--- src/rtl/dg_pkg.sv ---
package dg_pkg;

  localparam int N_GATES = 11;

  localparam int G_CSENSE = 0;
  localparam int G_OCP    = 1;
  localparam int G_REVDET = 2;
  localparam int G_OVP    = 3;
  localparam int G_RAMP   = 4;
  localparam int G_ADDER  = 5;
  localparam int G_MODUL  = 6;
  localparam int G_ERRAMP = 7;
  localparam int G_OSC    = 8;
  localparam int G_VCMP   = 9;
  localparam int G_SSTART = 10;

  typedef enum logic [1:0] {
    PH_OPEN = 2'd0,
    PH_HIGH = 2'd1,
    PH_LOW  = 2'd2
  } phase_t;

  typedef struct packed {
    logic   ssDone;
    logic   pfmMode;
    phase_t phase;
    logic   leadWake;
  } gateStrobe_t;

endpackage

--- src/rtl/dg_ctrl.sv ---
module dg_ctrl
  import dg_pkg::*;
#(
  parameter int PERIOD_CLKS = 50,
  parameter int WAKE_LEAD   = 4
) (
  input  logic        clk,
  input  logic        rstN,
  input  logic        pfmMode,
  input  logic        hsOn,
  input  logic        lsOn,
  input  logic        ssDone,
  input  logic        cycleSync,
  output gateStrobe_t strb
);

  localparam int CW = (PERIOD_CLKS > 1) ? $clog2(PERIOD_CLKS) : 1;
  localparam int WAKE_START = PERIOD_CLKS - WAKE_LEAD;
  localparam logic [CW-1:0] CNT_TOP = CW'(PERIOD_CLKS - 1);

  logic [CW-1:0] periodCnt;
  phase_t        phaseNow;

  // high-side wins when both flags are set
  always_comb begin
    if (hsOn)      phaseNow = PH_HIGH;
    else if (lsOn) phaseNow = PH_LOW;
    else           phaseNow = PH_OPEN;
  end

  always_ff @(posedge clk) begin
    if (!rstN)                   periodCnt <= '0;
    else if (cycleSync)          periodCnt <= '0;
    else if (periodCnt != CNT_TOP) periodCnt <= periodCnt + 1'b1;
  end

  always_comb begin
    strb.ssDone   = ssDone;
    strb.pfmMode  = pfmMode;
    strb.phase    = phaseNow;
    strb.leadWake = (int'(periodCnt) >= WAKE_START);
  end

  assert_cnt_bound_R8: assert property (@(posedge clk) disable iff (!rstN)
    periodCnt <= CNT_TOP);

  assert_sync_restart_R8: assert property (@(posedge clk) disable iff (!rstN)
    cycleSync |=> (periodCnt == '0));

  assert_hs_priority_R11: assert property (@(posedge clk) disable iff (!rstN)
    hsOn |-> (strb.phase == PH_HIGH));

endmodule

--- src/rtl/dg_datapath.sv ---
module dg_datapath
  import dg_pkg::*;
#(
  parameter int PRESET_LEN = 2
) (
  input  logic               clk,
  input  logic               rstN,
  input  gateStrobe_t        strb,
  output logic [N_GATES-1:0] gateEn,
  output logic               csPreset
);

  localparam int PCW = $clog2(PRESET_LEN + 1);
  localparam logic [N_GATES-1:0] ALL_ON  = '1;
  localparam logic [N_GATES-1:0] B1      = N_GATES'(1);
  localparam logic [N_GATES-1:0] RAMP_SET =
    (B1 << G_RAMP) | (B1 << G_ADDER) | (B1 << G_MODUL);
  localparam logic [N_GATES-1:0] PEAK_SET =
    (B1 << G_CSENSE) | (B1 << G_OCP);
  localparam logic [N_GATES-1:0] PWM_HIGH = ALL_ON & ~(B1 << G_REVDET) & ~(B1 << G_SSTART);
  localparam logic [N_GATES-1:0] PWM_LOW  =
    PWM_HIGH & ~PEAK_SET & ~(B1 << G_OVP) & ~RAMP_SET | (B1 << G_REVDET);
  localparam logic [N_GATES-1:0] PWM_WAKE = PEAK_SET | (B1 << G_OVP) | RAMP_SET;
  localparam logic [N_GATES-1:0] PFM_HIGH = PEAK_SET | (B1 << G_OVP) | (B1 << G_VCMP);
  localparam logic [N_GATES-1:0] PFM_LOW  = (B1 << G_REVDET) | (B1 << G_OVP) | (B1 << G_VCMP);
  localparam logic [N_GATES-1:0] PFM_OPEN = (B1 << G_VCMP);

  logic [N_GATES-1:0] enNext;
  logic [PCW-1:0]     presetLeft;

  always_comb begin
    if (!strb.ssDone) begin
      enNext = ALL_ON;
    end else if (strb.pfmMode) begin
      unique case (strb.phase)
        PH_HIGH: enNext = PFM_HIGH;
        PH_LOW:  enNext = PFM_LOW;
        default: enNext = PFM_OPEN;
      endcase
    end else begin
      if (strb.phase == PH_HIGH)  enNext = PWM_HIGH;
      else if (strb.leadWake)     enNext = PWM_LOW | PWM_WAKE;
      else                        enNext = PWM_LOW;
    end
  end

  genvar g;
  generate
    for (g = 0; g < N_GATES; g++) begin : gEnReg
      always_ff @(posedge clk) begin
        if (!rstN) gateEn[g] <= 1'b1;
        else       gateEn[g] <= enNext[g];
      end
    end
  endgenerate

  always_ff @(posedge clk) begin
    if (!rstN) begin
      csPreset   <= 1'b0;
      presetLeft <= '0;
    end else if (!enNext[G_CSENSE]) begin
      if (gateEn[G_CSENSE]) begin
        csPreset   <= 1'b1;
        presetLeft <= PCW'(PRESET_LEN - 1);
      end else if (presetLeft != '0) begin
        csPreset   <= 1'b1;
        presetLeft <= presetLeft - 1'b1;
      end else begin
        csPreset   <= 1'b0;
      end
    end else begin
      csPreset   <= 1'b0;
      presetLeft <= '0;
    end
  end

  assert_startup_all_on_R2: assert property (@(posedge clk) disable iff (!rstN)
    !strb.ssDone |=> (gateEn == ALL_ON));

  assert_sstart_off_R3: assert property (@(posedge clk) disable iff (!rstN)
    strb.ssDone |=> !gateEn[G_SSTART]);

  assert_pfm_idle_R6: assert property (@(posedge clk) disable iff (!rstN)
    (strb.ssDone && strb.pfmMode) |=> (gateEn[G_MODUL:G_RAMP] == '0 && !gateEn[G_ERRAMP] && !gateEn[G_OSC]));

  assert_preset_on_fall_R10: assert property (@(posedge clk) disable iff (!rstN)
    $fell(gateEn[G_CSENSE]) |-> csPreset);

  assert_preset_only_off_R10: assert property (@(posedge clk) disable iff (!rstN)
    csPreset |-> !gateEn[G_CSENSE]);

endmodule

--- src/rtl/dyn_gate_top.sv ---
module dyn_gate_top
  import dg_pkg::*;
#(
  parameter int PERIOD_CLKS = 50,
  parameter int WAKE_LEAD   = 4,
  parameter int PRESET_LEN  = 2
) (
  input  logic        clk,
  input  logic        rstN,
  input  logic        pfmMode,
  input  logic        hsOn,
  input  logic        lsOn,
  input  logic        ssDone,
  input  logic        cycleSync,
  output logic [10:0] gateEn,
  output logic        csPreset
);

  gateStrobe_t strb;

  dg_ctrl #(.PERIOD_CLKS(PERIOD_CLKS), .WAKE_LEAD(WAKE_LEAD)) uCtrl (
    .clk(clk), .rstN(rstN), .pfmMode(pfmMode), .hsOn(hsOn), .lsOn(lsOn),
    .ssDone(ssDone), .cycleSync(cycleSync), .strb(strb)
  );

  dg_datapath #(.PRESET_LEN(PRESET_LEN)) uDp (
    .clk(clk), .rstN(rstN), .strb(strb), .gateEn(gateEn), .csPreset(csPreset)
  );

  assert_reset_state_R1: assert property (@(posedge clk)
    !rstN |=> (gateEn == 11'h7FF && !csPreset));

endmodule

--- config.mk ---
export PLATFORM = sky130hd
export DESIGN_NAME = dyn_gate_top
export DESIGN_NICKNAME = d
export VERILOG_FILES = /design/src/rtl/dg_pkg.sv /design/src/rtl/dg_ctrl.sv /design/src/rtl/dg_datapath.sv /design/src/rtl/dyn_gate_top.sv
export SDC_FILE = /design/constraint.sdc
export NUM_CORES = 1
export LEC_CHECK = 0
export ABC_AREA = 1
export BUFFER_PORTS_ARGS = -buffer_cell sky130_fd_sc_hd__buf_4
export CAP_MARGIN = 20
export CORE_MARGIN = 2
export CORE_UTILIZATION = 47
export CTS_CLUSTER_SIZE = 30
export DETAILED_ROUTE_END_ITERATION = 8
export GPL_TIMING_DRIVEN = 0
export HOLD_SLACK_MARGIN = 0.08
export PLACE_DENSITY = 0.72
export SETUP_SLACK_MARGIN = 0.2
export SYNTH_ARGS = -nofsm -noshare
export SYNTH_HDL_FRONTEND = slang
export SYNTH_SLANG_ARGS = --single-unit
export TNS_END_PERCENT = 50
--- constraint.sdc ---
create_clock -name clk -period 2.24 [get_ports clk]
set_input_delay 0.224 -clock clk [delete_from_list [all_inputs] [get_ports clk]]
set_output_delay 0.224 -clock clk [all_outputs]
set_load 0.01 [all_outputs]
Word level (Yosys, flattened, before mapping)
Index checks and enable logic that the tools add are counted.
Word-level totals
  output and inout port bits: 12
  register bits after elaboration: 20
Operators by class
  equal/unequal tests: 3
  bitwise operators: 1
  mux-type cells: 11
  reductions and logical operators: 6
  add/sub/neg operators: 2
  magnitude comparators: 1
Operators by type and width (number)
  two-way mux 11 bit: 2
  case mux 4 bit (2 select lines): 1
  two-way mux 7 bit: 1
  adder 6 x 1 -> 6 bit (second input constant): 1
  greater-or-equal comparator 6 bit (second input constant): 1
  inequality test 6 bit (second input constant): 1
  two-way mux 1 bit: 5
  two-way mux 2 bit: 2
  nonzero test 2 bit: 2
  OR reduction 2 bit: 2
  OR reduction 3 bit: 1
  == test 2 x 1 -> 1 bit (second input constant): 1
  == test 2 bit (second input constant): 1
  AND reduction 2 bit: 1
  subtractor 2 x 1 -> 2 bit (second input constant): 1
  inverter 1 bit: 1

Depth between registers and ports, before layout
Gate-level depths: netlist of run 1.
  word-level depth: 7
  depth in mapped cells: 9
  mapped depth without buffers: 9

Cells and area by module
A second synthesis of run 1 with hierarchy kept.
Unflattened totals
  cells, all modules: 104
  area total of the unflattened synthesis: 800.8 sq um
Modules (own cells, without submodules)
  dg_datapath: sequential area each 200.2 sq um, instances 1, area an instance 421.7 sq um, cells each 49
  dg_ctrl: sequential area each 120.1 sq um, instances 1, area an instance 379.1 sq um, cells each 55

Least setup slack after synthesis of run 1
No wires, ideal clock.
  kind: register to register
  from: register uCtrl.periodCnt[0]
  to: register uDp.csPreset
  buffers on the path: 0
  arrival: 1.056 ns
  data required time: 2.176 ns
  cell stages (with the launch flop): 10
  library setup time: 0.064 ns
  slack: 1.120 ns
  path through: dfxtp_1 -> inv_1 -> ha_1 -> inv_1 -> nand2_1 -> nand2_1 -> nand2_1 -> nand2_2 -> nand3_4 -> nor2_1
On the way
  word-level cells in the longest chain between the ends: 6
Ends and longest elaborated chain
  from (decl): RTL line dg_ctrl.sv:21  | logic [CW-1:0] periodCnt;
  from (signal assigned): RTL line dg_ctrl.sv:34  | else if (periodCnt != CNT_TOP) periodCnt <= periodCnt + 1'b1;
  greater-or-equal comparator 6 bit: RTL line dg_ctrl.sv:41  | strb.leadWake = (int'(periodCnt) >= WAKE_START);
  two-way mux 7 bit: RTL line dg_datapath.sv:42  | else if (strb.leadWake) enNext = PWM_LOW | PWM_WAKE;
  two-way mux 11 bit: RTL line dg_datapath.sv:41  | if (strb.phase == PH_HIGH) enNext = PWM_HIGH;
  two-way mux 11 bit: RTL line dg_datapath.sv:34  | end else if (strb.pfmMode) begin
  two-way mux 1 bit: RTL line dg_datapath.sv:32  | if (!strb.ssDone) begin
  OR reduction 2 bit (no source line)
  to (signal assigned): RTL line dg_datapath.sv:59  | csPreset <= 1'b0;
  to (signal assigned): RTL line dg_datapath.sv:63  | csPreset <= 1'b1;
  to (signal assigned): RTL line dg_datapath.sv:66  | csPreset <= 1'b1;
  to (decl): RTL line dg_datapath.sv:10  | output logic csPreset
No other way between the ends.
A chain may end at the register's enable or synchronous reset.

Final worst setup path of run 1
  from: register uCtrl.periodCnt[0]
  to: register uDp.presetLeft[0]
On the way
  word-level cells in the longest chain between the ends: 6
Ends and longest elaborated chain
  greater-or-equal comparator 6 bit: RTL line dg_ctrl.sv:41
  two-way mux 7 bit: RTL line dg_datapath.sv:42
  two-way mux 11 bit: RTL line dg_datapath.sv:41
  two-way mux 11 bit: RTL line dg_datapath.sv:34
  two-way mux 1 bit: RTL line dg_datapath.sv:32
  OR reduction 2 bit (no source line)
  to (signal assigned): RTL line dg_datapath.sv:64  | presetLeft <= PCW'(PRESET_LEN - 1);
  to (signal assigned): RTL line dg_datapath.sv:67  | presetLeft <= presetLeft - 1'b1;
  to (decl): RTL line dg_datapath.sv:29  | logic [PCW-1:0] presetLeft;
No other way between the ends.

==> results.tsv, run 1 <==
metric	value	unit
gp_congestion	0.7148	
fin_crit_sh	0.5501	
finalSetupTns	0	ns
die_h	43.06	um
worstReg2RegEnd	uDp.presetLeft[0]	
power_density	572.6	nW/um^2
place_ws	1.022	ns
ctsRootBufferMaster	clkbuf_4	
ys_ff_latch	16	
critPathCapture	uDp.presetLeft[0]	
finalHoldViolCount	0	
first_pass_iters	4	
critPathLaunchType	register	
ys_warn_count	0	
die_area	1854	um^2
critPathCaptureType	register	
leakagePower	0.0004181	uW
core_area	1471	um^2
syn_nets	103	
hp-class	input pin to register	
ant_nets	0	
die_x	43.06	um
drive_above_1_share	0.2857	
worst_ep_required_time	2.46	ns
timing.rr.start	uCtrl.periodCnt[0]	
detail_route.vias_per_cell	4.602	
grt-ovfl-total	0	
cts.sinks	16	
ios	19	
r2r_slack	1.01	ns
yosys.area.top_type	dfxtp_1	
synth_area_leaders	dfxtp_1, nand2_1, nor2_1	
cp_data_arrival_time	1.45	ns
syn_area	716.9	um^2
dp.cells	125	
cts.repair.resized	0	
wl	1101	um
cp-startpoint	uCtrl.periodCnt[0]	
clock_tree.htree_level_count	1	
wire_per_inst	8.602	um
vias	589	
numCtsBuffers	3	
grt_start_max_net_pins	9	
hold_buffers	0	
fp-row-count	14	
nets	125	
grt_pass1_vias	521	
ys_types	17	
io_buffers	17	
fin_skew	0.004628	ns
drv_slew	0	
post_cts_buffers	0	
finalNonFillerCells	128	
seq_area_frac_synth	0.4468	
cts_tree	built	
synthCells	92	
path_class	register to register	
outcome	complete, no violations	
dp_hpwl	911.7	um
finalWorstSetupSlack	1.008	ns
maxCapViolCount	0	
min-delay-start	ssDone	
area_growth	23.73	%
drt_iter0_markers	6	
grt_pass1_wl	2001	um
synth_top_cell_area_share	0.4468	
initial_core_util	0.4872	
insertedDiodeCount	0	
clk_path_buf_depth	2	
clk_pin_slew_worst_paths	0.09	ns
worstSkewPairLatency	0.28	ns
antenna_found_initial	0	
worstPathMaxFanout	6	
r2r_cells	9	
setup_viol	0	
max_freq	811.5	MHz
fin_crit	1.232	ns
ir_worst_vdd	309.2	uV
grtUsageTotal	0.1421	
synth.avg_cell_area	7.793	um^2
rsz0062_at_grt	false	
drc	0	
-- area by class of cell --
type | count | area, um^2
buffer | 4 | 30.03
multi-input combinational | 59 | 317.8
sequential | 16 | 320.3
clock buffer | 3 | 22.52
timing repair buffer | 17 | 127.6
fill | 149 | 584.3
tap | 16 | 20.02
inverter | 13 | 48.80
-- worst min path at each step --
stage	to	slack, ns	cells past startpoint
2_1_floorplan	uDp.gateEn[10]	0.31	1
3_3_place_gp	uDp.gateEn[10]	0.41	2
3_5_place_dp	uDp.gateEn[10]	0.41	2
4_1_cts	uDp.gateEn[10]	0.11	2
5_1_grt	uDp.gateEn[10]	0.11	2
6_report	uDp.gateEn[10]	0.12	2
-- Yosys cell counts --
library cell,number
a21oi_1,6
buf_4,4
conb_1,1
dfxtp_1,16
ha_1,4
inv_1,13
nand2_1,18
nand2_2,1
nand3_1,3
nand3_2,2
nand3_4,1
nand3b_1,1
nor2_1,14
nor2_2,3
nor3b_1,1
o21ai_0,3
or2_2,1
-- logic make-up (layout without fill, tap and decap cells) --
kind of cell | after synthesis | count (layout) | synth area share
DFF | 16 | 16 | 0.4468
and+or+nand+nor | 45 | 45 | 0.3054
buffers and inverters | 17 | 37 | 0.1100
other | 1 | 1 | 0.005231
AOI/OAI and AO/OA | 9 | 9 | 0.06282
adders and majority gates | 4 | 4 | 0.06981
-- layout by cell type, fill, tap and decap left out --
master and instances:
o21ai_0 3, nor3b_1 1, dfxtp_1 16, or2_2 1, nor2_1 14, nand2_1 18
nand3_2 2, clkbuf_4 3, a21oi_1 6, nand2_2 1, nand3b_1 1, buf_4 21
conb_1 1, nand3_4 1, ha_1 4, inv_1 13, nand3_1 3, nor2_2 3
-- power by group --
| group | internal, uW | total (uW) | switching (uW) |
|---|---|---|---|
| combinational | 33.5 | 64.0 | 30.5 |
| clock | 62.3 | 143 | 80.3 |
| sequential | 295 | 301 | 6.52 |
-- sequential cells by signal (all words and copies together), names as in the netlist --
register,cells
uDp.presetLeft,2
uDp.gateEn,7
uDp.csPreset,1
uCtrl.periodCnt,6
-- stage by stage --
stage | util | instance area (um^2) | hold WS [ns] | power, uW
finish | 0.6029 | 887.1 | 0.1150 | 507.9
floorplan | - | 716.9 | 0.3060 | 342.9
detailed placement | 0.5876 | 864.6 | 0.4126 | 373.3
CTS | 0.6029 | 887.1 | 0.1126 | 514.9
global placement | 0.5876 | 864.6 | 0.4093 | 371.4
global route | 0.6029 | 887.1 | 0.1084 | 537.1
-- metal layers --
layer,GRT usage,routed length [um]
met1,0.1684,471
met2,0.2333,566
met3,0.03830,51
met4,0.07273,12
met5,0,0
-- worst max-delay path: stages (launching register included) --
cell and delay [ns]:
dfxtp_1 0.44, inv_1 0.07, ha_1 0.19, inv_1 0.05
nand2_1 0.04, nand2_1 0.06, nand2_1 0.06, nand2_2 0.10
nand3_4 0.08, nor2_1 0.09
Power figures use the tool's default switching activity.
==> inputs of run 2 (changes only) <==
Settings changed: CORE_UTILIZATION 47 to 44, PLACE_DENSITY 0.72 to 0.71.
Clock period 2.24 ns to 1.09 ns, I/O delays scaled along.
==> run 2 against run 1 <==
- the run now ends with negative setup slack left
- combinational power rose to 3.2 times the previous value
- global-route usage up 4.1 points
- clock power rose to 2.7 times the previous value
- hold slack worse by 0.11 ns
- clock-buffer cell count up 1
- final cell count up 11%
- worst setup slack worse by 1.0 ns
- sequential power up 110%
- final area up 28%
- sequential share of layout area down 6.6 points
- largest power group unchanged
- highest routed layer unchanged
==> results.tsv, run 2 (synthesis results as in run 1) <==
metric	value	unit	change
cts_tree	built		
outcome	finished, violations left		
antenna_found_initial	0		unchanged
finalHoldViolCount	0		unchanged
io_buffers	17		unchanged
largest_reg_flops	7		unchanged
insertedDiodeCount	0		unchanged
initial_core_util	0.4704		-0.01680
drv_slew	0		unchanged
fin_crit	1.091	ns	-0.1413 ns
vias	662		+12%
min-delay-start	ssDone		
critPathCaptureType	register		
first_pass_iters	4		unchanged
violations	negative setup slack		
die_x	44.37	um	+3.0%
maxCapViolCount	0		unchanged
grt_start_max_net_pins	10		+1
wl	1576	um	+43%
r2r_cells	9		unchanged
finalWorstSetupSlack	-0.0009642	ns	-1.009 ns
clk_path_buf_depth	2		unchanged
clk_pin_slew_worst_paths	0.09	ns	about the same
hold_depth	2		unchanged
dp_hpwl	930	um	+2.0%
hp-class	input pin to register		
leakagePower	0.0005060	uW	+21%
rsz0062_at_grt	true		
max_freq	916.6	MHz	+13%
fin_skew	0.0009804	ns	-0.003648 ns
drc	0		unchanged
top_register	uDp.gateEn		
die_h	44.37	um	+3.0%
setup_viol	1		+1
core_area	1524	um^2	+3.6%
area_growth	57.77	%	
path_common_cell	nand2_1		
grtUsageTotal	0.1827		+0.04056
clock_tree.htree_level_count	1		unchanged
power_density	1062	nW/um^2	+85%
drive_above_1_share	0.4841		+0.1984
final_cell_mix	buf_4, nand2_1, nor2_1		
cp_cell_sequence	inv_2 -> ha_4 -> inv_2 -> nand2_1 -> nand2_1 -> nand2_1 -> nand2_2 -> nand3_4 -> nor2_1		
detail_route.vias_per_cell	4.662		+1.3%
slowest_stage	dfxtp_4		
fp-row-count	14		unchanged
ir_worst_vdd	706.6	uV	+130%
finalSetupTns	-0.0009642	ns	-0.0009642 ns
whs_endpoint	uDp.gateEn[10]		
grt-ovfl-total	0		unchanged
ctsRootBufferMaster	clkbuf_4		
gp_congestion	0.7352		+2.9%
fin_crit_sh	1.001		+0.4508
ios	19		unchanged
worstPathMaxFanout	4		-2
grt_pass1_vias	658		+26%
critPathLaunchType	register		
slowest_delay	0.36	ns	-0.08 ns
cts.sinks	16		unchanged
drt_iter0_markers	11		+5
nets	138		+10%
worstSkewPairLatency	0.28	ns	about the same
worst_ep_required_time	1.31	ns	-1.15 ns
path_class	register to register		
die_area	1968	um^2	+6.2%
r2r_slack	-0.001	ns	-1.01 ns
timing.rr.start	uCtrl.periodCnt[0]		
worstReg2RegEnd	uDp.presetLeft[0]		
grt_pass1_wl	2470	um	+23%
hold_buffers	6		+6
ant_nets	0		unchanged
hold_ws	0.001175	ns	-0.1139 ns
layout_commonest_cell	buf_4		
wire_per_inst	11.10	um	+29%
largestRegisters	uDp.gateEn: 7 flops, uCtrl.periodCnt: 6 flops, uDp.presetLeft: 2 flops		
numCtsBuffers	3		unchanged
cp_data_arrival_time	1.31	ns	-0.14 ns
==> run 2: per-stage QoR <==
step                      instance area (um^2)    util  cells  setup slack, ns  total power (uW)
after floorplan                          724.4       -     92          0.05939             705.1
after global placement                   872.1  0.5723    125        0.0008221             764.0
after detailed placement                 872.1  0.5723    125        -0.004190             768.6
after CTS                                 1030  0.6757    140          0.01175              1183
after global routing                      1131  0.7422    142          -0.1053              1268
final                                     1131  0.7422    142       -0.0009642              1201
==> run 2: what timing repair did <==
item                                    in CTS  in global routing
resized for setup                            7                 25
cloned                                       0                  0
setup buffers                                5                  2
endpoints found under the setup margin      17                 18
pin swaps                                    4                  5
endpoints found under the hold margin        6                  1
==> run 2: power breakdown <==
group	leakage (uW)	switching (uW)	internal, uW	total (uW)
registers	0.000133	14.8	604	619
logic	0.000351	86.8	115	202
clock network	0.0000210	177	203	380
==> run 2: layer usage <==
| metal | wire length, um | up-vias | track usage | part of all wire |
|---|---|---|---|---|
| li1 | - | 348 | - | - |
| met1 | 563 | 293 | 0.1556 | 0.36 |
| met3 | 60 | 4 | 0.03673 | 0.038 |
| met5 | 0 | - | 0 | 0 |
| met4 | 31 | 0 | 0.1636 | 0.020 |
| met2 | 920 | 17 | 0.3471 | 0.58 |
==> run 2: how the worst max path moves through the flow <==
stage | cells after the start | startpoint | slack [ns] | end
final | 9 | uCtrl.periodCnt[0] | -0.001 | uDp.presetLeft[0]
after detailed placement | 9 | uCtrl.periodCnt[0] | -0.004 | uDp.csPreset
after CTS | 9 | uCtrl.periodCnt[0] | 0.01 | uDp.presetLeft[1]
after global routing | 9 | uCtrl.periodCnt[0] | -0.11 | uDp.presetLeft[0]
after floorplan | 9 | uCtrl.periodCnt[0] | 0.06 | uDp.csPreset
after global placement | 9 | uCtrl.periodCnt[0] | 0.0008 | uDp.csPreset
==> run 2: layout make-up <==
class                   count  area (um^2)
plain buffers               4        41.29
well taps                  16        20.02
clock buffers               4        36.28
repair buffers             30        259.0
multi-input cells          59        391.6
fillers                   120        392.9
flip-flops and latches     16        334.1
inverters                  13        48.80
==> run 2: critical path, delay by kind of cell (launching register included) <==
| kind | cells | cell delay, ns |
|---|---|---|
| buffers and inverters | 2 | 0.08 |
| flip-flops | 1 | 0.36 |
| adder cells (fa/ha/maj) | 1 | 0.14 |
| AND/OR/NAND/NOR | 6 | 0.45 |
==> inputs of run 3 (changes only) <==
Settings changed: BUFFER_PORTS_ARGS -buffer_cell sky130_fd_sc_hd__buf_4 to -buffer_cell sky130_fd_sc_hd__buf_2.
==> run 3 against run 2 <==
- the flow still finishes with violations (negative setup slack)
- clock-buffer cell count unchanged
- combinational power decreased by 13%
- wire length decreased by 10%
==> results.tsv, run 3 (synthesis results as in run 1) <==
metric	value	unit	change
numCtsBuffers	3		unchanged
dp_hpwl	849.8	um	-8.6%
worstSkewPairLatency	0.29	ns	about the same
path_class	register to register		
critPathTopFamily	flip-flops		
detail_route.vias_per_cell	4.606		-1.2%
critPathCaptureType	register		
clk_path_buf_depth	2		unchanged
max_freq	867.3	MHz	-5.4%
top_register	uDp.gateEn		
r2r_cells	6		-3
place_ws	-0.005834	ns	-0.001644 ns
fp-row-count	14		unchanged
insertedDiodeCount	0		unchanged
grt-ovfl-total	0		unchanged
finalHoldViolCount	0		unchanged
drt_iter0_markers	6		-5
finalWorstSetupSlack	-0.06296	ns	-0.06200 ns
slowest_delay	0.37	ns	about the same
vias	631		-4.7%
cp_data_arrival_time	1.37	ns	+0.06 ns
fin_skew	0.01108	ns	+0.01010 ns
core_area	1524	um^2	unchanged
clk_pin_slew_worst_paths	0.11	ns	+0.02 ns
top_layer	met4		
dp.cells	125		unchanged
drv_slew	0		unchanged
clock_tree.htree_level_count	1		unchanged
first_pass_iters	2		-2
cp_num_cells	6		-3
worstPathMaxFanout	3		-1
wire_per_inst	10.34	um	-6.8%
cp_cell_sequence	buf_4 -> buf_4 -> ha_4 -> inv_4 -> o21ai_0 -> a21oi_1		
die_x	44.37	um	unchanged
antenna_found_initial	0		unchanged
die_area	1968	um^2	unchanged
finalNonFillerCells	137		-3.5%
leakagePower	0.0004624	uW	-8.6%
gp_congestion	0.7382		+0.41%
initial_core_util	0.4704		unchanged
grt_pass1_wl	2166	um	-12%
critPathLaunchType	register		
met3_length	54	um	-10%
grt_start_max_net_pins	10		unchanged
crit_buf_inv	3		+1
violations	negative setup slack		
hold_depth	4		+2
fillers	116		-3.3%
largest_reg_flops	7		unchanged
drc	0		unchanged
layout_commonest_cell	nand2_1		
power_density	1131	nW/um^2	+6.5%
setup_viol	6		+5
final_cell_mix	nand2_1, buf_2, inv_1, nor2_1, dfxtp_1		
grtUsageTotal	0.1555		-0.02719
ir_worst_vdd	822.4	uV	+16%
ant_nets	0		unchanged
largestRegisters	uDp.gateEn: 7 flops, uCtrl.periodCnt: 6 flops, uDp.presetLeft: 2 flops		
nets	133		-3.6%
drive_above_1_share	0.4959		+0.01174
rsz0062_at_grt	true		
maxCapViolCount	0		unchanged
path_common_cell	buf_4		
drt-met1-wl	589	um	+4.6%
outcome	finished, violations left		
dr_wl_met2	735	um	-20%
area_growth	47.99	%	
die_h	44.37	um	unchanged
slowest_stage	dfxtp_4		
ios	19		unchanged
grt_pass1_vias	545		-17%
ctsRootBufferMaster	clkbuf_4		
worst_ep_required_time	1.30	ns	about the same
cts.sinks	16		unchanged
io_buffers	17		unchanged
fin_crit_sh	1.058		+0.05688
cts_tree	built		
wl	1417	um	-10%
fin_crit	1.153	ns	+0.06200 ns
hp-class	input pin to register		
[run 3: worst paths after layout]
check	slack, ns	startpoint	to
max	-0.06	uCtrl.periodCnt[0]	uCtrl.periodCnt[4]
min	0.07	cycleSync	uCtrl.periodCnt[0]
max reg2reg	-0.06	uCtrl.periodCnt[0]	uCtrl.periodCnt[4]
min reg2reg	0.50	uDp.presetLeft[0]	uDp.presetLeft[0]
[run 3: where the power goes]
group | total (uW) | switching [uW] | leakage [uW] | internal, uW
registers | 620 | 14.7 | 0.000133 | 605
clock network | 404 | 201 | 0.0000210 | 203
logic | 176 | 83.2 | 0.000309 | 92.7
total | 1200 | 299 | 0.000462 | 901
[run 3: final cells by class]
type / count / area, um^2 / area share
timing repair buffer: 25 / 181.4 / 0.1710
tap: 16 / 20.02 / 0.01887
clock buffer: 4 / 36.28 / 0.03420
buffer: 4 / 41.29 / 0.03892
inverter: 13 / 51.30 / 0.04835
multi-input combinational: 59 / 397.9 / 0.3750
sequential: 16 / 332.8 / 0.3137
[run 3: repair_timing]
item,4_1_cts,5_1_grt
resized for setup,11,26
endpoints found under the setup margin,16,19
endpoints found under the hold margin,5,1
setup buffers,4,1
pin swaps,5,1
hold buffers,2,1
[run 3: per-layer routing]
metal  vias up  global-route usage
met5         -                   0
met4         0              0.1030
met3         4             0.04082
met2        13              0.2500
met1       280              0.1811
li1        334                   -
[run 3: metrics by stage]
step                hold slack (ns)  utilization  power, uW  setup TNS (ns)  instance area [um^2]
floorplan                    0.1910            -      705.1               0                 724.4
global placement             0.2927       0.5443      745.8       -0.002645                 829.5
detailed placement           0.2967       0.5443      748.2       -0.009949                 829.5
CTS                        -0.01433       0.6346       1164               0                 967.2
global route                0.09638       0.6962       1256         -0.7642                  1061
finish                      0.07093       0.6962       1200         -0.1799                  1061
[run 3: worst register-to-register path: stages, from the launching register on]
cell	delay, ns
dfxtp_4	0.37
buf_4	0.14
buf_4	0.13
ha_4	0.16
inv_4	0.05
o21ai_0	0.07
a21oi_1	0.16
